File: config.mk
export PLATFORM = sky130hd
export DESIGN_NAME = spi_byte_master
export DESIGN_NICKNAME = d
export VERILOG_FILES = /design/src/rtl/spim_pkg.sv /design/src/rtl/spim_fifo.sv /design/src/rtl/spim_clkdiv.sv /design/src/rtl/spim_shifter.sv /design/src/rtl/spi_byte_master.sv
export SDC_FILE = /design/constraint.sdc
export NUM_CORES = 1
export LEC_CHECK = 0
export BUFFER_PORTS_ARGS = -buffer_cell sky130_fd_sc_hd__buf_2
export CORE_UTILIZATION = 40
export CTS_CLUSTER_SIZE = 20
export DETAILED_ROUTE_END_ITERATION = 10
export HOLD_SLACK_MARGIN = 0.02
export PLACE_DENSITY_LB_ADDON = 0.12
export SLEW_MARGIN = 20
export SYNTH_ARGS = -nofsm -noshare
export SYNTH_HDL_FRONTEND = slang
export SYNTH_SLANG_ARGS = --single-unit
File: constraint.sdc
create_clock -name clk -period 14.25 [get_ports clk]
set_clock_uncertainty 0.2 [all_clocks]
set_input_delay 1.425 -clock clk [delete_from_list [all_inputs] [get_ports clk]]
set_output_delay 1.425 -clock clk [all_outputs]
set_load 0.02 [all_outputs]
File: src/rtl/spim_pkg.sv
package spim_pkg;

    localparam int BYTE_W     = 8;
    localparam int FIFO_DEPTH = 4;
    localparam int CS_LINES   = 4;
    localparam int DIVSEL_W   = 4;
    localparam int MAX_SHIFT  = 12;
    localparam int HALF_CNT_W = MAX_SHIFT;

    typedef enum logic [2:0] {
        RA_CTRL   = 3'd0,
        RA_STAT   = 3'd1,
        RA_DATA   = 3'd2,
        RA_EXT    = 3'd3,
        RA_PARAM  = 3'd4,
        RA_SELECT = 3'd5,
        RA_TIMING = 3'd6
    } reg_addr_e;

    typedef struct packed {
        logic       irq_en;
        logic       core_en;
        logic       spare;
        logic       master;
        logic       cpol;
        logic       cpha;
        logic [1:0] div_lo;
    } ctrl_t;

    typedef struct packed {
        logic busy;
        logic wcol;
        logic spare;
        logic modf;
        logic tx_full;
        logic tx_empty;
        logic rx_full;
        logic rx_empty;
    } stat_t;

    // log2 of the SCK period in system clocks for a divider code
    function automatic logic [3:0] div_shift(input logic [DIVSEL_W-1:0] code);
        logic [3:0] s;
        case (code)
            4'd0:    s = 4'd1;
            4'd1:    s = 4'd2;
            4'd2:    s = 4'd4;
            4'd3:    s = 4'd5;
            4'd4:    s = 4'd3;
            default: s = (code >= 4'd11) ? 4'(MAX_SHIFT) : (code + 4'd1);
        endcase
        return s;
    endfunction

    // terminal count of the half-period counter
    function automatic logic [HALF_CNT_W-1:0] half_limit(input logic [DIVSEL_W-1:0] code);
        logic [HALF_CNT_W:0] one_half;
        one_half = (HALF_CNT_W+1)'(1) << (div_shift(code) - 4'd1);
        return HALF_CNT_W'(one_half - (HALF_CNT_W+1)'(1));
    endfunction

endpackage

File: src/rtl/spim_fifo.sv
module spim_fifo #(
    parameter int W     = 8,
    parameter int DEPTH = 4
) (
    input  logic         clk,
    input  logic         rst,
    input  logic         clr,
    input  logic         push,
    input  logic [W-1:0] din,
    input  logic         pop,
    output logic [W-1:0] dout,
    output logic         empty,
    output logic         full
);
    localparam int PW = (DEPTH > 1) ? $clog2(DEPTH) : 1;
    localparam int CW = $clog2(DEPTH + 1);

    logic [W-1:0]  mem [DEPTH];
    logic [PW-1:0] rd_p, wr_p;
    logic [CW-1:0] cnt;

    function automatic logic [PW-1:0] bump(input logic [PW-1:0] p);
        return (p == PW'(DEPTH - 1)) ? '0 : p + PW'(1);
    endfunction

    always_ff @(posedge clk) begin
        if (rst || clr) begin
            rd_p <= '0;
            wr_p <= '0;
            cnt  <= '0;
        end else begin
            if (push) wr_p <= bump(wr_p);
            if (pop)  rd_p <= bump(rd_p);
            case ({push, pop})
                2'b10:   cnt <= cnt + CW'(1);
                2'b01:   cnt <= cnt - CW'(1);
                default: cnt <= cnt;
            endcase
        end
    end

    always_ff @(posedge clk) begin
        if (push && !clr && !rst) mem[wr_p] <= din;
    end

    assign dout  = mem[rd_p];
    assign empty = (cnt == '0);
    assign full  = (cnt == CW'(DEPTH));

    assert_no_overflow_R6: assert property (@(posedge clk) disable iff (rst || clr)
        push |-> !full);
    assert_no_underflow_R6: assert property (@(posedge clk) disable iff (rst || clr)
        pop |-> !empty);

endmodule

File: src/rtl/spim_clkdiv.sv
module spim_clkdiv
    import spim_pkg::*;
(
    input  logic                clk,
    input  logic                rst,
    input  logic                run,
    input  logic [DIVSEL_W-1:0] code,
    output logic                tick
);
    logic [HALF_CNT_W-1:0] cnt;
    logic [HALF_CNT_W-1:0] limit;

    assign limit = half_limit(code);
    assign tick  = run && (cnt == limit);

    always_ff @(posedge clk) begin
        if (rst || !run) cnt <= '0;
        else if (tick)   cnt <= '0;
        else             cnt <= cnt + HALF_CNT_W'(1);
    end

    // the counter never runs past the selected terminal count
    assert_cnt_bound_R3: assert property (@(posedge clk) disable iff (rst)
        (run && $stable(code) && $past(run)) |-> (cnt <= limit));

endmodule

File: src/rtl/spim_shifter.sv
module spim_shifter #(
    parameter int W = 8
) (
    input  logic         clk,
    input  logic         rst,
    input  logic         enable,
    input  logic         start,
    input  logic [W-1:0] tx_byte,
    input  logic         cpol,
    input  logic         cpha,
    input  logic         tick,
    input  logic         miso,
    output logic         busy,
    output logic         sck,
    output logic         mosi,
    output logic         done,
    output logic [W-1:0] rx_byte
);
    localparam int EDGES  = 2 * W;
    localparam int EDGE_W = $clog2(EDGES);

    logic [EDGE_W-1:0] edge_q;
    logic [W-1:0]      tx_q, rx_q;
    logic              lead, samp, shift, last;

    always_comb begin
        lead    = ~edge_q[0];
        samp    = cpha ? ~lead : lead;
        last    = (edge_q == EDGE_W'(EDGES - 1));
        shift   = cpha ? lead : (~lead && !last);
        rx_byte = samp ? {rx_q[W-2:0], miso} : rx_q;
        done    = busy && enable && tick && last;
    end

    always_ff @(posedge clk) begin
        if (rst) begin
            busy   <= 1'b0;
            edge_q <= '0;
            sck    <= 1'b0;
            mosi   <= 1'b0;
            tx_q   <= '0;
            rx_q   <= '0;
        end else if (!busy) begin
            sck <= cpol;
            if (start && enable) begin
                busy   <= 1'b1;
                edge_q <= '0;
                rx_q   <= '0;
                if (!cpha) begin
                    mosi <= tx_byte[W-1];
                    tx_q <= {tx_byte[W-2:0], 1'b0};
                end else begin
                    tx_q <= tx_byte;
                end
            end
        end else if (!enable) begin
            busy <= 1'b0;
            sck  <= cpol;
        end else if (tick) begin
            sck  <= ~sck;
            rx_q <= rx_byte;
            if (shift) begin
                mosi <= tx_q[W-1];
                tx_q <= {tx_q[W-2:0], 1'b0};
            end
            if (last) busy   <= 1'b0;
            else      edge_q <= edge_q + EDGE_W'(1);
        end
    end

    // an idle shifter holds SCK at the polarity level
    assert_sck_idle_R4: assert property (@(posedge clk) disable iff (rst)
        (!busy && $past(!busy) && $stable(cpol)) |-> (sck == cpol));
    // a byte ends with SCK back at its idle level
    assert_frame_end_R4: assert property (@(posedge clk) disable iff (rst)
        done |=> (sck == cpol));

endmodule

File: src/rtl/spi_byte_master.sv
module spi_byte_master
    import spim_pkg::*;
(
    input  logic                clk,
    input  logic                rst,
    input  logic                bus_sel,
    input  logic                bus_we,
    input  logic [2:0]          bus_addr,
    input  logic [BYTE_W-1:0]   bus_wdata,
    output logic [BYTE_W-1:0]   bus_rdata,
    output logic                sck_o,
    output logic                mosi_o,
    input  logic                miso_i,
    output logic [CS_LINES-1:0] cs_n_o,
    input  logic                ss_in_n,
    output logic                irq_o
);
    ctrl_t             ctrl_q;
    logic [BYTE_W-1:0] ext_q, param_q, select_q, timing_q, last_rd_q;
    logic              modf_q, wcol_q;

    logic wr, rd, data_wr, data_rd, stat_wr;
    logic en, run, fault, start;
    logic tx_push, tx_pop, tx_empty, tx_full;
    logic rx_push, rx_pop, rx_empty, rx_full;
    logic [BYTE_W-1:0] tx_head, rx_head, rx_in;
    logic busy, tick;
    logic [DIVSEL_W-1:0] div_code;
    stat_t stat;

    assign wr      = bus_sel && bus_we;
    assign rd      = bus_sel && !bus_we;
    assign data_wr = wr && (bus_addr == RA_DATA);
    assign data_rd = rd && (bus_addr == RA_DATA);
    assign stat_wr = wr && (bus_addr == RA_STAT);

    assign en       = ctrl_q.core_en;
    assign run      = en && ctrl_q.master;
    assign fault    = run && !ss_in_n;
    assign div_code = {ext_q[1:0], ctrl_q.div_lo};

    assign tx_push = data_wr && en && !tx_full;
    assign start   = run && !tx_empty && !rx_full && !busy;
    assign tx_pop  = start;
    assign rx_pop  = data_rd && !rx_empty;

    spim_fifo #(.W(BYTE_W), .DEPTH(FIFO_DEPTH)) u_txq (
        .clk(clk), .rst(rst), .clr(!en),
        .push(tx_push), .din(bus_wdata), .pop(tx_pop),
        .dout(tx_head), .empty(tx_empty), .full(tx_full)
    );

    spim_fifo #(.W(BYTE_W), .DEPTH(FIFO_DEPTH)) u_rxq (
        .clk(clk), .rst(rst), .clr(!en),
        .push(rx_push), .din(rx_in), .pop(rx_pop),
        .dout(rx_head), .empty(rx_empty), .full(rx_full)
    );

    spim_clkdiv u_div (
        .clk(clk), .rst(rst), .run(busy && run), .code(div_code), .tick(tick)
    );

    spim_shifter #(.W(BYTE_W)) u_shift (
        .clk(clk), .rst(rst), .enable(run), .start(start),
        .tx_byte(tx_head), .cpol(ctrl_q.cpol), .cpha(ctrl_q.cpha),
        .tick(tick), .miso(miso_i), .busy(busy), .sck(sck_o),
        .mosi(mosi_o), .done(rx_push), .rx_byte(rx_in)
    );

    always_ff @(posedge clk) begin
        if (rst) begin
            ctrl_q    <= '0;
            ext_q     <= '0;
            param_q   <= '0;
            select_q  <= '0;
            timing_q  <= '0;
            last_rd_q <= '0;
            modf_q    <= 1'b0;
            wcol_q    <= 1'b0;
        end else begin
            if (wr) begin
                case (bus_addr)
                    RA_CTRL:   ctrl_q   <= ctrl_t'(bus_wdata);
                    RA_EXT:    ext_q    <= bus_wdata;
                    RA_PARAM:  param_q  <= bus_wdata;
                    RA_SELECT: select_q <= bus_wdata;
                    RA_TIMING: timing_q <= bus_wdata;
                    default: ;
                endcase
            end
            if (fault) ctrl_q.master <= 1'b0;
            if (fault)                        modf_q <= 1'b1;
            else if (stat_wr && bus_wdata[4]) modf_q <= 1'b0;
            if (data_wr && en && tx_full)     wcol_q <= 1'b1;
            else if (stat_wr && bus_wdata[6]) wcol_q <= 1'b0;
            if (rx_pop) last_rd_q <= rx_head;
        end
    end

    always_comb begin
        stat          = '0;
        stat.busy     = busy;
        stat.wcol     = wcol_q;
        stat.modf     = modf_q;
        stat.tx_full  = tx_full;
        stat.tx_empty = tx_empty;
        stat.rx_full  = rx_full;
        stat.rx_empty = rx_empty;
        case (bus_addr)
            RA_CTRL:   bus_rdata = ctrl_q;
            RA_STAT:   bus_rdata = stat;
            RA_DATA:   bus_rdata = rx_empty ? last_rd_q : rx_head;
            RA_EXT:    bus_rdata = ext_q;
            RA_PARAM:  bus_rdata = param_q;
            RA_SELECT: bus_rdata = select_q;
            RA_TIMING: bus_rdata = timing_q;
            default:   bus_rdata = '0;
        endcase
    end

    generate
        for (genvar n = 0; n < CS_LINES; n++) begin : g_sel
            assign cs_n_o[n] = select_q[n] ? select_q[n + CS_LINES] : 1'b1;
        end
    endgenerate

    assign irq_o = ctrl_q.irq_en && modf_q;

    assert_wcol_set_R8: assert property (@(posedge clk) disable iff (rst)
        (data_wr && en && tx_full) |=> wcol_q);
    assert_modf_drops_master_R11: assert property (@(posedge clk) disable iff (rst)
        $rose(modf_q) |-> !ctrl_q.master);
    assert_rx_stall_R7: assert property (@(posedge clk) disable iff (rst)
        $rose(busy) |-> $past(!rx_full));
    assert_disable_flush_R12: assert property (@(posedge clk) disable iff (rst)
        !en |=> (tx_empty && rx_empty && !busy));

endmodule

# Yosys cells after proc, flatten, opt, wreduce, memory -nomap -nowiden
# Memory sizes are Yosys's and may differ from the RTL's. A register that Yosys moved wholly into a read port is not among the register bits.
# Index checks and enable logic that the tools add are counted.
# totals
output_inout_bits	15
elab_cells	192
ramBits	64
regBits	99
romBits	0
n_memories	2
latchBits	0
# classes
add_sub_neg	13
reduce_logical	60
n_mux	58
div_mod_pow	0
eq_ne	28
bitwise_logic	2
shift	1
n_mul	0
n_lt_le_gt_ge	1
# mem_list
memory	depth	word_bits	read_ports	rd_clocked_by_memory_dff	write_ports	line_no	text
u_rxq.mem	4	8	1	1	1	spim_fifo.sv:18	logic [W-1:0] mem [DEPTH];
u_txq.mem	4	8	1	1	1	spim_fifo.sv:18	
# op_table
cell	count
two-way mux 8 bit	12
one-hot mux 8 bit (7 select lines)	1
two-way mux 1 bit	28
logical AND 1 bit	27
two-way mux 4 bit	6
one-hot mux 4 bit (5 select lines)	1
two-way mux 2 bit	8
== test 3 bit (second input constant)	5
adder 12 x 1 -> 12 bit (second input constant)	1
== test 12 bit	1
== test 2 bit (second input constant)	6
one-hot mux 3 bit (2 select lines)	2
left shift 1 x 4 -> 12 bit (first input constant)	1
subtractor 12 x 1 -> 12 bit (second input constant)	1
zero test 1 bit	11
AND reduction 2 bit	5
nonzero test 2 bit	5
zero test 3 bit	3
adder 2 x 1 -> 2 bit (second input constant)	4
adder 4 x 1 -> 4 bit (second input constant)	2
== test 4 x 2 -> 1 bit (second input constant)	2
AND reduction 4 bit	2
adder 3 x 1 -> 3 bit (second input constant)	2
== test 3 x 2 -> 1 bit (second input constant)	2
17 further kinds	25

# Longest topological paths before layout
# Gate-level depths: netlist of the first run.
# depth
depth_word	14
ltp_mapped	21

# Hierarchy
# From an unflattened synthesis of the first run, not the netlist that was laid out.
# hier_totals
cells_unflattened	842
hier_area_um2	8742.1
# by_module_without_submodules
module	area_per_inst_um2	cells_each	instances	seq_area_each_um2
spim_fifo	1616.6	92	2	1141.1
spi_byte_master	2675.1	324	1	1001.0
spim_clkdiv	1572.8	199	1	240.2
spim_shifter	1261.2	135	1	460.4

# Worst setup path before layout of the first run
# OpenSTA, ideal clock, no wires.
# synth_path
kind	flip-flop to flip-flop
startpoint	register ctrl_q[0] (netlist bit)
endpoint	register u_rxq.cnt[2]
stages_incl_launch_ff	20
setup_time_ns	0.070
path_slack_ns	9.126
arrival_ns	4.854
path_cell_list	dfxtp_1 inv_1 ha_1 or2_2 a221o_1 a211oi_2 nand2_1 ha_1 clkbuf_1 or4_1 nand2_1 xor2_1 or4_1 nor3_1 nand2_1 ha_1 fa_1 xnor2_1 or3_1 a21oi_1
# synth_between
elab_chain_cells	12
# synth_rtl
item	line_no	text
start, declared	spi_byte_master.sv:18	ctrl_t ctrl_q;
start signal, assigned	spi_byte_master.sv:83	RA_CTRL: ctrl_q <= ctrl_t'(bus_wdata);
adder 4 x 1 -> 4 bit or greater-or-equal comparator 4 bit (tied branches)	spim_pkg.sv:50	default: s = (code >= 4'd11) ? 4'(MAX_SHIFT) : (code + 4'd1);
two-way mux 4 bit	spim_pkg.sv:50	
one-hot mux 4 bit (5 select lines) (*)	spim_pkg.sv:44	case (code)
subtractor 4 x 1 -> 4 bit (*)	spim_pkg.sv:58	one_half = (HALF_CNT_W+1)'(1) << (div_shift(code) - 4'd1);
left shift 1 x 4 -> 12 bit (*)	spim_pkg.sv:58	
subtractor 12 x 1 -> 12 bit (*)	spim_pkg.sv:59	return HALF_CNT_W'(one_half - (HALF_CNT_W+1)'(1));
== test 12 bit (*)	spim_clkdiv.sv:14	assign tick = run && (cnt == limit);
logical AND 1 bit (*)	spim_clkdiv.sv:14	
logical AND 1 bit (*) (2 in a row)	spim_shifter.sv:32	done = busy && enable && tick && last;
== test 2 x 1 -> 1 bit or == test 2 bit (tied branches)	spim_fifo.sv:34	case ({push, pop})
one-hot mux 3 bit (2 select lines) or nonzero test 2 bit (tied branches)	n/a	
end signal, assigned	spim_fifo.sv:35	2'b10: cnt <= cnt + CW'(1);
end signal, assigned	spim_fifo.sv:36	2'b01: cnt <= cnt - CW'(1);
end signal, assigned	spim_fifo.sv:37	default: cnt <= cnt;
end, declared	spim_fifo.sv:20	logic [CW-1:0] cnt;
# Mark *: on every way between the ends. The rest lies on a longest branch, timed or not.
# A chain may end at the register's enable or synchronous reset.

# Final worst setup path of the first run
# Same ends and word-level chain as after synthesis.

==> summary.md, run 1 <==
| Metric | Value |
|---|---|
| Die X | `146 um` |
| Setup TNS Final | `0 ns` |
| Slew headroom | `31.7%` |
| Vias in the first global route | `5971` |
| Pwr Density | `107 nW/um^2` |
| Hold-fix buffers, CTS | `0` |
| CP Max Fanout | `11` |
| Final period utilization | `43.0%` |
| Layout Cells excl Fill | `1078` |
| Site Rows | `52` |
| Number of buffers added on ports | `31` |
| Worst r2r dst | `u_rxq.cnt[2]` |
| Main flop type after synthesis | `dfxtp_1` |
| P&R area growth vs syn | `11.2%` |
| Total clock sinks | `167` |
| Worst Reg-to-Reg Cells | `19` |
| Final setup vio count | `0` |
| # IOs | `32` |
| Worst setup SP type | `flip-flop` |
| Critical path data required time | `14.40 ns` |
| Flop2flop setup slack | `8.12 ns` |
| Die Span Y | `146 um` |
| Synth warn | `0` |
| 1st-iter DRT viols | `366` |
| TritonRoute pass-1 iters | `5` |
| Commonest cells after routing, fill and taps aside | `106 x nor2_1, 103 x dfxtp_1, 79 x mux2i_1` |
| DP HPWL | `14200 um` |
| Number of remaining DRC errors | `0` |
| Max-Cap Viols | `0` |
| Remaining global-route overflow | `0` |
| Core area | `20300 sq um` |
| Hold EP | `u_shift.rx_q[7]` |
| FMAX | `163 MHz` |
| Reg2reg start | `ctrl_q[0]` |
| Seq/Total Area, Yosys | `47.9%` |
| Ys async rst share | `0%` |
| Dominant cells by area after synthesis | `dfxtp_1 25%, edfxtp_1 23%, mux2i_1 9.5%` |
| Final Core Density | `45.5%` |
| Fin. max-slew vios | `0` |
| Drt total wl | `20200 um` |
| Final #Nets | `832` |
| Clk slew on worst S/H paths | `0.07 ns` |
| Post_cts resized | `0` |
| Share of layout cells above drive strength 1 | `13.6%` |
| CTS tree | `yes` |
| Status | `completed` |
| GP Congestion | `0.820` |
| Classification of the worst-slack hold path | `reg -> reg` |
| Htree depth | `4` |
| Maximum VDD drop | `0.0825 mV` |
| WL/cell | `18.7 um` |
| Initial Utilization | `41.0%` |
| Netlist cell types | `72` |
| Clock Tree Buf Depth | `2` |
| Dpl ws | `8.22 ns` |
| Hold Vio Cnt, Final | `0` |
| ANT nets after route | `0` |
| RSZ-0062 raised after global routing | `no` |
| Post-synth EDFFs | `64` |
| Leakage | `3.34 nW` |
| Synthesized instance count | `788` |
| Area of the die | `21400 sq um` |
| Fin crit period | `6.13 ns` |
| Setup ws final | `8.12 ns` |
| Clock buffer count from CTS | `17` |
| Crit end category | `flip-flop` |
| Initial antenna violation count | `1` |
| Avg Inst Size Synth | `10.5 sq um` |
| Via density | `5.60` |
| Post-CTS Setup Bufs | `0` |
| WHS | `0.271 ns` |
| Synthesized area | `8310 sq um` |
| Worst-margin pin slew | `1.02 ns` |
| Total GRT Usage | `19.5%` |
| Top cell type's share of synthesized area | `24.8%` |
| Largest net degree at the start of global routing | `92` |
| Hold path cells | `2` |
| Min-Delay Startpoint | `u_shift.rx_q[7]` |
| WS Path Type | `reg -> reg` |
| Most common cell after layout, fill and taps aside | `nor2_1` |
| First-pass GRT wire length | `32300 um` |
| CTS Root Cell | `clkbuf_16` |
| Via count | `6037` |
| Clk_lat worst skew | `0.42 ns` |
| CP arrival | `6.28 ns` |
| Post-Syn Nets | `826` |
| Placed insts | `1045` |
| Dominant cell type by area after synthesis | `dfxtp_1` |
| #FFs+latches synth | `167` |
[stage by stage]
step	power, mW	instance area, sq um
after floorplan	0.537	8310
after global placement	0.552	8660
after detailed placement	0.552	8660
after CTS	1.01	9240
after global routing	1.03	9240
final	0.994	9240
[registers in the layout, indices dropped and copies added (netlist names), 2 cells and up, named ones only]
name            cells
u_rxq.rd_p          2
timing_q            8
u_rxq.mem          32
u_txq.cnt           3
u_shift.edge_q      4
last_rd_q           8
u_txq.wr_p          2
u_txq.rd_p          2
u_shift.rx_q        8
u_rxq.wr_p          2
u_shift.tx_q        8
select_q            8
u_div.cnt          12
u_txq.mem          32
param_q             8
u_rxq.cnt           3
ctrl_q              7
ext_q               8
[metal layers]
layer  share of wire (%)  global-route usage [%]  up-vias
met4                 1.9                    7.92        0
li1                    -                       -     2907
met2                  50                    33.1      117
met5                   0                       0        -
met3                 3.6                    2.91       26
met1                  44                    24.8     2987
[logic make-up after synthesis]
kind of cell,count (synthesis),synth area share [%]
buf+inv,66,3.13
fa+ha+maj,21,3.34
mux,106,15.3
flops,167,47.9
simple gates,286,17.5
compound gates,122,10.7
xor+xnor,20,2.11
[power breakdown]
| group | switching, mW | total [mW] | internal, mW |
|---|---|---|---|
| logic | 0.0302 | 0.0453 | 0.0151 |
| clock network | 0.217 | 0.452 | 0.236 |
| registers | 0.00153 | 0.496 | 0.494 |
| total | 0.248 | 0.994 | 0.745 |
[area by class of cell]
| type | instances | area, sq um |
|---|---|---|
| Sequential cell | 167 | 3980 |
| Clock inverter | 14 | 155 |
| Multi-Input combinational cell | 555 | 4090 |
| Clock buffer | 18 | 429 |
| Antenna cell | 1 | 2.50 |
| Fill cell | 1914 | 11100 |
| Tap cell | 270 | 338 |
| Inverter | 19 | 71.3 |
| Timing Repair Buffer | 34 | 178 |
[worst max path at each step]
stage / startpoint / to / slack [ns] / cells past startpoint
2_1_floorplan: ctrl_q[0] / u_rxq.cnt[2] / 9.13 / 19
3_3_place_gp: ctrl_q[0] / u_rxq.cnt[2] / 8.49 / 19
3_5_place_dp: ctrl_q[0] / u_rxq.cnt[2] / 8.22 / 19
4_1_cts: ctrl_q[0] / u_rxq.cnt[2] / 8.16 / 19
5_1_grt: ctrl_q[0] / u_rxq.cnt[2] / 7.73 / 19
6_report: ctrl_q[0] / u_rxq.cnt[2] / 8.12 / 19
[synth_stat cells, drive strengths merged (3+ instances only)]
| cell | instances |
|---|---|
| nand3 | 30 |
| o21ai | 20 |
| o211ai | 6 |
| mux2 | 11 |
| mux4 | 16 |
| and2 | 8 |
| inv | 19 |
| buf | 10 |
| nor4 | 3 |
| dfxtp | 103 |
| nor3 | 11 |
| nor2b | 8 |
| nand4b | 10 |
| xnor2 | 8 |
| nand2b | 19 |
| and4 | 7 |
| o32a | 3 |
| edfxtp | 64 |
| or4 | 5 |
| o221ai | 7 |
| ha | 19 |
| a21oi | 37 |
| a311oi | 3 |
| o31ai | 9 |
| clkbuf | 37 |
| or2 | 5 |
| or3 | 6 |
| nor3b | 4 |
| a22oi | 8 |
| and3 | 8 |
| mux2i | 79 |
| xor2 | 12 |
| a211oi | 3 |
| nor2 | 106 |
| nand2 | 45 |
| nand4 | 6 |
[critical path, stage by stage (launching register included)]
cell,delay (ns)
dfxtp_1,0.51
inv_1,0.12
ha_1,0.36
nor3b_2,0.24
o32ai_2,0.16
nor2_1,0.61
nand2_1,0.12
ha_1,0.39
xor2_1,0.21
or4_1,0.41
mux2i_1,0.20
o32ai_1,0.12
or4_1,0.51
nor3_1,0.53
nand2_1,0.11
ha_1,0.25
fa_1,0.38
xnor2_1,0.16
or3_1,0.32
a21oi_1,0.14
Note: power is estimated with default switching activity, not from simulation.
==> run 2, diff against run 1 <==
- clock period: 14.25 -> 5.5 ns (I/O delays scaled with it)
==> run 2 against run 1 <==
Total power rose to 2.6 times the previous value. Sequential share of layout area down 0.42 points. Sequential power grew to 2.6 times the previous value. Wire length about the same. Cell area up 1.0%. Combinational power grew to 2.7 times the previous value. Non-clock buffer count is 10 higher. Worst hold slack got worse by 0.034 ns. Critical path type unchanged. Die area unchanged. First-iteration DRC count increased by 12%.
==> summary.md, run 2 (synthesis results as in run 1) <==
| Metric | Value |
|---|---|
| Clk_lat worst skew | `0.43 ns (about the same)` |
| Core area | `20300 sq um (unchanged)` |
| Max-Cap Viols | `0 (unchanged)` |
| Htree depth | `4 (unchanged)` |
| CP Max Fanout | `6 (-5)` |
| Final setup vio count | `0 (unchanged)` |
| Delay-heaviest family, CP | `simple AND/OR/NAND/NOR gates` |
| Maximum VDD drop | `0.216 mV (+160%)` |
| Setup ws final | `0.346 ns (-7.77 ns)` |
| Power Total | `2.58 mW (+160%)` |
| Dpl ws | `0.0331 ns (-8.19 ns)` |
| DP HPWL | `14500 um (+2.4%)` |
| Number of remaining DRC errors | `0 (unchanged)` |
| ANT nets after route | `0 (unchanged)` |
| Layout Cells excl Fill | `1087 (+0.83%)` |
| Site Rows | `52 (unchanged)` |
| Vias in the first global route | `5982 (+0.18%)` |
| Initial Utilization | `41.0% (unchanged)` |
| Min-Delay Startpoint | `bus_wdata[7]` |
| Critical path endpoint | `u_rxq.cnt[2]` |
| Clock Tree Buf Depth | `2 (unchanged)` |
| Placed insts | `1054 (+0.86%)` |
| CP bufs+invs | `1 (unchanged)` |
| Total clock sinks | `167 (unchanged)` |
| # IOs | `32 (unchanged)` |
| CTS Root Cell | `clkbuf_16` |
| Via count | `6000 (-0.61%)` |
| Pwr Density | `276 nW/um^2 (+160%)` |
| Clock buffer count from CTS | `17 (unchanged)` |
| Crit end category | `flip-flop` |
| Worst Reg-to-Reg Cells | `19 (unchanged)` |
| Die X | `146 um (unchanged)` |
| WS Path Type | `reg -> reg` |
| Total GRT Usage | `19.6% (+0.16 points)` |
| GP Congestion | `0.788 (-3.9%)` |
| Max incr delay on CP | `0.51 ns (-0.10 ns)` |
| TritonRoute pass-1 iters | `5 (unchanged)` |
| FMAX | `194 MHz (+19%)` |
| Hold-fix buffers, CTS | `0 (unchanged)` |
| Worst-margin pin slew | `1.04 ns (+0.0147 ns)` |
| Largest net degree at the start of global routing | `58 (-37%)` |
| Commonest cells after routing, fill and taps aside | `106 x nor2_1, 101 x dfxtp_1, 79 x mux2i_1` |
| Diode count | `0 (-1)` |
| Final #Nets | `842 (+1.2%)` |
| RSZ-0062 raised after global routing | `no` |
| Fin crit period | `5.15 ns (-0.979 ns)` |
| P&R area growth vs syn | `12.4%` |
| First-pass GRT wire length | `32700 um (+0.98%)` |
| CP arrival | `5.30 ns (-0.98 ns)` |
| Critical path data required time | `5.65 ns (-8.75 ns)` |
| Number of buffers added on ports | `31 (unchanged)` |
| Status | `completed` |
| Setup TNS Final | `0 ns (unchanged)` |
| Remaining global-route overflow | `0 (unchanged)` |
| Most common cell after layout, fill and taps aside | `nor2_1` |
| Worst setup SP type | `flip-flop` |
| Hold Vio Cnt, Final | `0 (unchanged)` |
| Crit path from | `ctrl_q[0]` |
| WL/cell | `18.6 um (-0.79%)` |
| CP cell instances | `buf_4 > ha_1 > or2_2 > a221o_2 > a211oi_4 > nand2_1 > ha_1 > xor2_1 > or4_1 > mux2i_1 > o32ai_1 > or4_4 > nor3_2 > nand2_1 > ha_1 > fa_1 > xnor2_1 > or3_1 > a21oi_1` |
| Drt total wl | `20200 um (about the same)` |
| Slew headroom | `30.7% (-0.98 points)` |
| 1st-iter DRT viols | `411 (+12%)` |
| Die Span Y | `146 um (unchanged)` |
| CP max-delay cell | `or4_4` |
| Area of the die | `21400 sq um (unchanged)` |
| Final period utilization | `93.7% (+51 points)` |
| Final Core Density | `46.0% (+0.47 points)` |
| Worst r2r dst | `u_rxq.cnt[2]` |
| Leakage | `3.39 nW (+1.7%)` |
| CTS tree | `yes` |
| Classification of the worst-slack hold path | `in -> reg` |
| Crit-path most repeated cell | `ha_1` |
| Reg2reg start | `ctrl_q[0]` |
| Flop2flop setup slack | `0.35 ns (-7.77 ns)` |
| Fin. max-slew vios | `0 (unchanged)` |
| Stages on worst setup path | `19 (unchanged)` |
| Share of layout cells above drive strength 1 | `15.4% (+1.8 points)` |
| Biggest regs | `u_rxq.mem x32, u_txq.mem x32, u_div.cnt x12` |
| Initial antenna violation count | `1 (unchanged)` |
| Clk slew on worst S/H paths | `0.07 ns (about the same)` |
| Via density | `5.52 (-1.4%)` |
==> run 2: cell count changes in the layout (fill, tap and decap cells not counted), sizes merged <==
cell	delta
clkinv	-2
diode	-1
buf	+10
clkinvlp	+1
inv	+1
==> run 2: worst reg2reg max path: cells and delay by family, from the launching register on <==
kind | cells | cell delay (ns)
multiplexers | 1 | 0.19
XOR/XNOR | 2 | 0.30
buffers and inverters | 1 | 0.15
adder cells (fa/ha/maj) | 4 | 1.07
AND/OR/NAND/NOR | 7 | 1.87
AO/OA/AOI/OAI | 4 | 0.95
flip-flops | 1 | 0.34
==> run 2: worst min path at each step <==
stage / end / slack (ns) / cells after the start
6_report: u_txq.mem[3][7] / 0.24 / 1
5_1_grt: u_txq.mem[3][7] / 0.23 / 1
4_1_cts: u_txq.mem[2][5] / 0.22 / 1
3_5_place_dp: u_shift.tx_q[0] / 0.26 / 2
3_3_place_gp: u_shift.rx_q[7] / 0.25 / 2
2_1_floorplan: u_shift.rx_q[7] / 0.24 / 2
==> run 2: through the flow <==
stage	hold slack [ns]	instance area, sq um
finish	0.237	9340
floorplan	0.240	8310
detailed placement	0.260	8720
global route	0.228	9340
global placement	0.248	8720
CTS	0.220	9310
==> run 2: cell type report <==
type	count	area (sq um)
Tap cell	270	338
Timing Repair Buffer	44	253
Clock buffer	18	439
Fill cell	1902	11000
Clock inverter	14	149
Multi-Input combinational cell	555	4100
Sequential cell	167	3990
Inverter	19	71.3
==> run 2: what timing repair did <==
item | 4_1_cts | 5_1_grt
gates resized for setup | 0 | 6
setup endpoints to repair | 0 | 1
setup buffers | 0 | 1
==> run 2: per-layer routing <==
layer | wire, um | part of all wire [%] | global-route usage (%) | vias to the layer above
met5 | 0 | 0 | 0 | -
met4 | 178 | 0.88 | 5.05 | 0
met3 | 447 | 2.2 | 3.16 | 16
met1 | 9240 | 46 | 24.8 | 2976
met2 | 10300 | 51 | 34.8 | 78
li1 | - | - | - | 2930
==> run 2: power breakdown <==
part	switching (mW)	total (mW)	internal [mW]
clock network	0.551	1.17	0.619
logic	0.0795	0.122	0.0428
registers	0.00343	1.28	1.28
==> run 3, diff against run 2 <==
- CORE_UTILIZATION: 40 -> 30
- REMOVE_ABC_BUFFERS: unset -> 1
==> run 3 against run 2 <==
Combinational power hardly changed. Wire length up 4.9%. Final cell count rose by 9.3%. Critical path depth unchanged. First-iteration DRC count down 12%. Clock power increased by 4%.
==> summary.md, run 3 (synthesis results as in run 1) <==
| Metric | Value |
|---|---|
| Worst setup SP type | `flip-flop` |
| Htree depth | `4 (unchanged)` |
| Core area | `27100 sq um (+34%)` |
| Die Span Y | `168 um (+15%)` |
| Initial antenna violation count | `0 (-1)` |
| Met1 usage | `20.8% (-4.0 points)` |
| Biggest regs | `u_rxq.mem x32, u_txq.mem x32, u_div.cnt x12` |
| Worst-margin pin slew | `1.03 ns (-0.0113 ns)` |
| Crit-path most repeated cell | `ha_1` |
| # IOs | `32 (unchanged)` |
| Initial Utilization | `30.7% (-10 points)` |
| Int Power | `1.94 mW (about the same)` |
| Worst Reg-to-Reg Cells | `19 (unchanged)` |
| Sequential power share | `49.0% (-0.9 points)` |
| Commonest cells after routing, fill and taps aside | `106 x nor2_1, 102 x dfxtp_1, 79 x mux2i_1` |
| Max-Cap Viols | `0 (unchanged)` |
| Diode count | `0 (unchanged)` |
| Number of remaining DRC errors | `0 (unchanged)` |
| Total GRT Usage | `15.6% (-4.1 points)` |
| Leakage | `3.40 nW (about the same)` |
| CTS Root Cell | `clkbuf_16` |
| Setup TNS Final | `0 ns (unchanged)` |
| Crit end category | `flip-flop` |
| Setup ws final | `0.326 ns (-0.0209 ns)` |
| Clock buffer count from CTS | `17 (unchanged)` |
| Number of buffers added on ports | `31 (unchanged)` |
| Dpl ws | `0.0938 ns (+0.0607 ns)` |
| Pwr Density | `276 nW/um^2 (+0.20%)` |
| Hold EP | `ctrl_q[4]` |
| Slew headroom | `31.5% (+0.75 points)` |
| CP max-delay cell | `or4_1` |
| CP arrival | `5.32 ns (+0.02 ns)` |
| Layout Cells excl Fill | `1188 (+9.3%)` |
| Clk slew on worst S/H paths | `0.08 ns (about the same)` |
| Most common cell after layout, fill and taps aside | `nor2_1` |
| Final period utilization | `94.1% (+0.38 points)` |
| Hold-fix buffers, CTS | `0 (unchanged)` |
| Clock Tree Buf Depth | `2 (unchanged)` |
| Site Rows | `60 (+15%)` |
| FMAX | `193 MHz (-0.40%)` |
| Power Total | `2.62 mW (+1.8%)` |
| Fillers | `2710 (+42%)` |
| Crit path from | `ctrl_q[0]` |
| CTS tree | `yes` |
| Switching power | `0.680 mW (+7.3%)` |
| Fin. max-slew vios | `0 (unchanged)` |
| Status | `completed` |
| CP Max Fanout | `6 (unchanged)` |
| Placed insts | `1155 (+9.6%)` |
| Final Core Density | `35.0% (-11 points)` |
| Drt total wl | `21200 um (+4.9%)` |
| Remaining global-route overflow | `0 (unchanged)` |
| Hold Vio Cnt, Final | `0 (unchanged)` |
| Via count | `5952 (-0.80%)` |
| Sw Ratio | `25.9% (+1.3 points)` |
| Worst r2r dst | `u_rxq.cnt[2]` |
| Total clock sinks | `167 (unchanged)` |
| WS Path Type | `reg -> reg` |
| Clk_lat worst skew | `0.43 ns (about the same)` |
| First-pass GRT wire length | `33900 um (+3.7%)` |
| Hold path cells | `3 (+2)` |
| Via density | `5.01 (-9.2%)` |
| Fin crit period | `5.17 ns (+0.0209 ns)` |
| Comb power frac | `4.7% (about the same)` |
| ANT nets after route | `0 (unchanged)` |
| Area post-placement | `8850 sq um (+1.5%)` |
| RSZ-0062 raised after global routing | `no` |
| TritonRoute pass-1 iters | `5 (unchanged)` |
| P&R area growth vs syn | `14.1%` |
| Share of layout cells above drive strength 1 | `15.0% (-0.47 points)` |
| Final setup vio count | `0 (unchanged)` |
| Clock Power Share | `46.3% (+0.9 points)` |
| Area of the die | `28400 sq um (+33%)` |
| CP cell instances | `buf_4 > ha_1 > or2_2 > a221o_1 > a211oi_2 > nand2_1 > ha_1 > xor2_1 > or4_1 > mux2i_1 > o32ai_1 > or4_1 > nor3_2 > nand2_1 > ha_1 > fa_1 > xnor2_1 > or3_1 > a21oi_1` |
| Largest net degree at the start of global routing | `78 (+34%)` |
| WL/cell | `17.8 um (-4.1%)` |
| Met2 Use GR | `25.5% (-9.4 points)` |
| Max incr delay on CP | `0.53 ns (+0.02 ns)` |
| Vias in the first global route | `6019 (+0.62%)` |
| GR Layer Usage met3 | `3.34% (+0.19 points)` |
| Critical path data required time | `5.64 ns (about the same)` |
| Reg2reg start | `ctrl_q[0]` |
| GR peak layer | `met2` |
| GP Congestion | `0.785 (-0.29%)` |
| WHS | `0.236 ns (-0.000561 ns)` |
| 1st-iter DRT viols | `363 (-12%)` |
| Maximum VDD drop | `0.224 mV (+3.8%)` |
| Die X | `168 um (+15%)` |
| Final #Nets | `841 (-0.12%)` |
| Final instance area | `9490 sq um (+1.6%)` |
| Min-Delay Startpoint | `ss_in_n` |
| Flop2flop setup slack | `0.33 ns (-0.02 ns)` |
| Classification of the worst-slack hold path | `in -> reg` |
| DP HPWL | `14900 um (+2.3%)` |
[run 3: critical path: cells and delay by family, from the launching register on]
| kind | cells | cell delay (ns) |
|---|---|---|
| flops | 1 | 0.35 |
| xor+xnor | 2 | 0.31 |
| fa+ha+maj | 4 | 1.08 |
| buf+inv | 1 | 0.17 |
| simple gates | 7 | 1.86 |
| compound gates | 4 | 0.93 |
| mux | 1 | 0.19 |
[run 3: per-layer routing]
metal | vias to the layer above | routed length [um] | share of wire (%)
li1 | 2935 | - | -
met1 | 2900 | 9910 | 47
met2 | 100 | 10200 | 48
met3 | 17 | 808 | 3.8
met4 | 0 | 254 | 1.2
met5 | - | 0 | 0
[run 3: cell type report]
| type | instances | area, sq um | area share, % |
|---|---|---|---|
| clock buffer | 17 | 425 | 4.48 |
| clock inverter | 15 | 196 | 2.07 |
| inverter | 19 | 71.3 | 0.752 |
| multi-input combinational | 555 | 4100 | 43.2 |
| sequential | 167 | 3990 | 42.0 |
| tap | 372 | 465 | 4.91 |
| timing repair buffer | 43 | 245 | 2.58 |
[run 3: power by group through the flow]
stage	Clock (mW)	Combinational [mW]	Sequential, mW
finish	1.22	0.123	1.28
global placement	0	0.121	1.31
floorplan	0	0.0644	1.31
CTS	1.25	0.122	1.28
global route	1.31	0.134	1.28
detailed placement	0	0.121	1.31
[run 3: worst max path at each step]
stage	end	slack, ns
after CTS	u_rxq.cnt[2]	0.05
after global routing	u_rxq.cnt[2]	0.04
after detailed placement	u_rxq.cnt[2]	0.09
after floorplan	u_rxq.cnt[2]	0.26
after global placement	u_rxq.cnt[2]	0.23
final	u_rxq.cnt[2]	0.33
[run 3: timing repair]
action / 4_1_cts / 5_1_grt
endpoints found under the setup margin: 0 / 1
setup buffers: 0 / 1
resized for setup: 0 / 2
